## src/rtl/lane_mul_unit.sv

```systemverilog
`timescale 1ns/1ps
module lane_mul_unit #(
  parameter int LANE_W  = 8,
  parameter int LANES   = 4,
  parameter int MUL_W   = 24,
  parameter bit REG_OUT = 1'b1
) (
  input  logic                      clk,
  input  logic                      rst_n,
  input  logic [2:0]                op_i,
  input  logic [LANE_W*LANES-1:0]   a_i,
  input  logic [LANE_W*LANES-1:0]   b_i,
  output logic [LANE_W*LANES-1:0]   res_o,
  output logic                      flag_z_o,
  output logic                      flag_n_o,
  output logic                      flag_c_o
);
  localparam int W    = LANE_W * LANES;
  localparam int PW   = 2 * MUL_W;
  localparam int RW   = 2 * LANE_W + 1;
  localparam int LMAX = (1 << LANE_W) - 1;
  localparam int HALF = LMAX >> 1;

  localparam logic [2:0] OP_MUL24 = 3'd0;
  localparam logic [2:0] OP_ADDS  = 3'd1;
  localparam logic [2:0] OP_SUBS  = 3'd2;
  localparam logic [2:0] OP_MINU  = 3'd3;
  localparam logic [2:0] OP_MAXU  = 3'd4;
  localparam logic [2:0] OP_MULN  = 3'd5;

  logic [W-1:0]  adds_w, subs_w, min_w, max_w, muln_w;
  logic [PW-1:0] mprod;
  logic [W-1:0]  res_c;
  logic          c_c, z_c, n_c;

  for (genvar g = 0; g < LANES; g++) begin : g_lane
    logic [LANE_W-1:0] la, lb;
    logic [LANE_W:0]   sum;
    logic [RW-1:0]     rnd;
    assign la  = a_i[g*LANE_W +: LANE_W];
    assign lb  = b_i[g*LANE_W +: LANE_W];
    assign sum = {1'b0, la} + {1'b0, lb};
    assign rnd = RW'({{LANE_W{1'b0}}, la} * {{LANE_W{1'b0}}, lb}) + RW'(HALF);
    assign adds_w[g*LANE_W +: LANE_W] = sum[LANE_W] ? LANE_W'(LMAX) : sum[LANE_W-1:0];
    assign subs_w[g*LANE_W +: LANE_W] = (la >= lb) ? la - lb : '0;
    assign min_w[g*LANE_W +: LANE_W]  = (la < lb) ? la : lb;
    assign max_w[g*LANE_W +: LANE_W]  = (la < lb) ? lb : la;
    assign muln_w[g*LANE_W +: LANE_W] = LANE_W'(rnd / RW'(LMAX));
  end

  assign mprod = {{(PW-MUL_W){1'b0}}, a_i[MUL_W-1:0]} *
                 {{(PW-MUL_W){1'b0}}, b_i[MUL_W-1:0]};

  always_comb begin
    c_c = 1'b0;
    case (op_i)
      OP_MUL24: begin
        res_c = mprod[W-1:0];
        c_c   = |mprod[PW-1:MUL_W];
      end
      OP_ADDS: res_c = adds_w;
      OP_SUBS: res_c = subs_w;
      OP_MINU: res_c = min_w;
      OP_MAXU: res_c = max_w;
      OP_MULN: res_c = muln_w;
      default: res_c = '0;
    endcase
  end

  assign z_c = (res_c == '0);
  assign n_c = res_c[W-1];

  if (REG_OUT) begin : g_reg
    always_ff @(posedge clk or negedge rst_n) begin
      if (!rst_n) begin
        res_o    <= '0;
        flag_z_o <= 1'b0;
        flag_n_o <= 1'b0;
        flag_c_o <= 1'b0;
      end else begin
        res_o    <= res_c;
        flag_z_o <= z_c;
        flag_n_o <= n_c;
        flag_c_o <= c_c;
      end
    end
  end else begin : g_comb
    assign res_o    = res_c;
    assign flag_z_o = z_c;
    assign flag_n_o = n_c;
    assign flag_c_o = c_c;
  end
endmodule

```

## config.mk

```make
export PLATFORM = sky130hd
export DESIGN_NAME = lane_mul_unit
export DESIGN_NICKNAME = d
export VERILOG_FILES = /design/src/rtl/lane_mul_unit.sv
export SDC_FILE = /design/constraint.sdc
export NUM_CORES = 2
export LEC_CHECK = 0
export BUFFER_PORTS_ARGS = -buffer_cell sky130_fd_sc_hd__buf_2
export CAP_MARGIN = 0
export CORE_UTILIZATION = 40
export CTS_CLUSTER_DIAMETER = 30
export DETAILED_ROUTE_END_ITERATION = 6
export HOLD_SLACK_MARGIN = 0.15
export PLACE_DENSITY_LB_ADDON = 0.08
export SLEW_MARGIN = 0
export SYNTH_ARGS = -nofsm -noshare
export SYNTH_HDL_FRONTEND = slang
export SYNTH_SLANG_ARGS = --single-unit
```

## constraint.sdc

```tcl
create_clock -name clk -period 0.8 [get_ports clk]
set_input_delay 0.16 -clock clk [delete_from_list [all_inputs] [get_ports clk]]
set_output_delay 0.16 -clock clk [all_outputs]
set_load 0.1 [all_outputs]
```

==> metrics.md <==
| Metric | Value |
|---|---|
| Outcome | `complete, but fails checks` |
| Failing checks | `setup timing` |
| Die Ht | `317.0 um` |
| TNS Setup | `-251.03 ns` |
| Slowest CP cell | `fa_1` |
| Initial antenna violation count | `1` |
| Hold Vio Cnt, Final | `0` |
| TritonCTS clock tree | `built` |
| Metal3 WL | `~5700 um` |
| Avg Vias per Cell | `5.239` |
| DP Cell Count | `7671` |
| Detail Placement HPWL | `127200 um` |
| Routability cong. | `0.9529` |
| Clk root buf | `clkbuf_16` |
| Clk pin slew, worst setup/hold paths | `0.07 ns` |
| M1 wire length | `64660 um` |
| Total GRT Usage | `0.2962` |
| Non-filler cells in the finished layout | `7912` |
| Largest family of logic cells by synthesized area | `adder cells` |
| CP Class | `in2reg` |
| Fin crit period | `9.747 ns` |
| N_diodes | `0` |
| DRC | `0` |
| Synth Register Bits | `34` |
| Post-synthesis mux area share | `0.01261` |
| Initial Util | `0.4038` |
| Post-synthesis compound-gate area fraction | `0.1770` |
| Relative max-transition margin | `0.2738` |
| Die area | `100500 um^2` |
| Final nets | `about 7700` |
| Xor and xnor area share after synthesis | `0.04524` |
| Fillers | `between 8000 and 9000` |
| Simple-Gate Fraction of Synth Area | `0.1980` |
| Fin crit share | `12.18` |
| CP Launch Type | `input pin` |
| Yosys cell types | `134` |
| Site Rows | `115` |
| Die Width | `approximately 320 um` |
| Critical path's most frequent cell | `buf_4` |
| Max-cap check violation count | `0` |
| Layout cell share with drive strength beyond 1 | `0.4092` |
| Post-Syn Area | `slightly below 40000 um^2` |
| Number of flops mapped to enable cells by yosys | `0` |
| Core area | `roughly 98000 um^2` |
| Min-Delay Path Class | `in2async` |
| Clock sinks | `34` |
| WL final | `150100 um` |
| Post-placement setup slack | `-9.756 ns` |
| WHS | `roughly 0.24 ns` |
| Unrepaired setup endpoints after global routing | `yes` |
| Gr ovfl total | `0` |
| Final setup violation count | `69` |
| Net Count, Synth | `6016` |
| Drt first pass iters | `6` |
| H-Tree Depth | `2` |
| Crit path max fanout | `5` |
| First-pass GRT wire length | `234300 um` |
| Adder-cell share of the synthesized area | `0.4417` |
| Slew Viols, Final | `0` |
| Wirelength per Cell | `18.97 um` |
| CP required | `a little over 1 ns` |
| Worst setup margin | `-8.947 ns` |
| Syn-to-layout area delta | `53.92%` |
| Fmax | `0.1026 GHz` |
| Pin count of the biggest net entering global routing | `30` |
| Uppermost layer routed | `met4` |
| Sequential fraction of the synthesis area | `0.02144` |
| Syn avg cell area | `8.049 um^2` |
| Routed vias | `41450` |
| Mapped Cells | `~4900` |
| Number of global-route vias before repair | `42820` |
| DR iter-0 viols | `2267` |
| Port Buffer Count | `between 100 and 150` |
| Synthesis Warnings | `0` |
| CP arrival | `9.96 ns` |
| Worst Tran Pin Value | `1.089 ns` |
| Clock buffer depth | `2` |
| Metal2 WL | `75470 um` |
| Post-route ant nets | `0` |
| TritonCTS buffer count | `5` |
| # IOs | `104` |
| Post-synthesis async set-or-reset flop share | `1.000` |
| Worst setup EP type | `register` |
| Slowest stage delay, CP | `roughly 0.57 ns` |
| Top FF cell, synth | `dfrtp_1` |
-- cell usage in the layout (no fill, tap or decap), types with 27 or more instances in the layout --
cell type / Yosys / layout
xor2_1: 58 / 50
nand2b_1: 41 / 36
o21ai_2: 3 / 27
nand2_2: 1 / 42
buf_12: 0 / 65
xnor2_1: 140 / 117
o21ai_0: 163 / 115
nand4_1: 39 / 39
inv_1: 904 / 848
nand3_1: 96 / 81
fa_1: 631 / 610
buf_6: 1 / 164
a21oi_2: 2 / 30
nor3_1: 89 / 58
a21oi_1: 194 / 145
inv_2: 1 / 49
o21bai_1: 33 / 27
nor2_2: 1 / 34
a21o_1: 57 / 57
ha_1: 385 / 330
nor2_1: 325 / 277
o211ai_1: 35 / 35
ha_4: 0 / 42
nand2_1: 483 / 429
dfrtp_4: 0 / 33
buf_4: 1 / 1606
and2_1: 256 / 230
-- registers in the layout, indices dropped and copies added (netlist names) --
| register | flops |
|---|---|
| res_o | 31 |
| flag_n_o | 1 |
| flag_z_o | 1 |
| flag_c_o | 1 |
-- layout make-up --
cell class              count  area (um^2)  area share
repair buffers           1865        15510      0.2539
clock inverters             3        68.82    0.001127
well taps                1287         1610     0.02636
inverters                 905         3428     0.05612
clock buffers               5        125.1    0.002048
multi-input cells        3813        39370      0.6444
flip-flops and latches     34        974.7     0.01596
-- stage by stage --
stage               utilization  instance area [um^2]
detailed placement       0.5560                 54640
CTS                      0.5999                 58950
global route             0.6216                 61090
finish                   0.6216                 61090
global placement         0.5560                 54640
floorplan                     -                 41620
-- synth_stat cells, types with 35 or more instances --
master,count,area (um^2)
mux2i_1,35,350.3
fa_1,631,12630
clkbuf_1,142,533.0
a21oi_1,194,970.9
o21a_1,36,270.3
and2_1,256,1602
nor2_1,325,1220
a21o_1,57,427.9
ha_1,385,4817
nand3_1,96,480.5
nor3_1,89,445.4
nand4_1,39,244.0
xnor2_1,140,1226
a211oi_1,43,322.8
o21ai_0,163,815.8
o211ai_1,35,262.8
inv_1,904,3393
xor2_1,58,508.0
a31oi_1,40,250.2
nand2b_1,41,256.5
nand2_1,483,1813
-- worst max-delay path, delay by kind of cell --
| family | cells | cell delay, ns |
|---|---|---|
| AOI/OAI and AO/OA | 17 | 4.08 |
| buffers and inverters | 10 | 1.16 |
| adders and majority gates | 5 | 2.28 |
| and+or+nand+nor | 9 | 2.26 |
-- kinds of logic (layout without fill, tap and decap cells) --
family                     count (synthesis)  in the layout
and+or+nand+nor                         1567           1568
buffers and inverters                   1085           2778
adders and majority gates               1024           1024
AOI/OAI and AO/OA                        972            972
xor gates and xnor gates                 201            201
muxes                                     48             48
DFF                                       34             34
-- path summary, 6_finish.rpt --
kind	startpoint	slack, ns	end
setup / recovery	a_i[16]	-8.95	flag_z_o
hold / removal	rst_n	0.24	res_o[19]
max in group asynchronous	rst_n	0.11	res_o[15]
min in group clk	b_i[2]	0.39	res_o[2]
-- what timing repair did --
action / CTS / global route
pin swaps: 282 / 229
endpoints found under the hold margin: 34 / 0
setup buffers: 147 / 99
hold buffers: 1 / 0
resized for setup: 674 / 342
gates cloned: 0 / 1
setup endpoints to repair: 69 / 69
-- layer usage --
layer,GRT usage,vias to the layer above
li1,-,19760
met1,0.3903,20680
met2,0.5263,831
met3,0.02080,185
met4,0.07004,0
met5,0,-
Power is not shown: default switching activity piles up to over one toggle a cycle in this logic, so the estimate is an artifact.
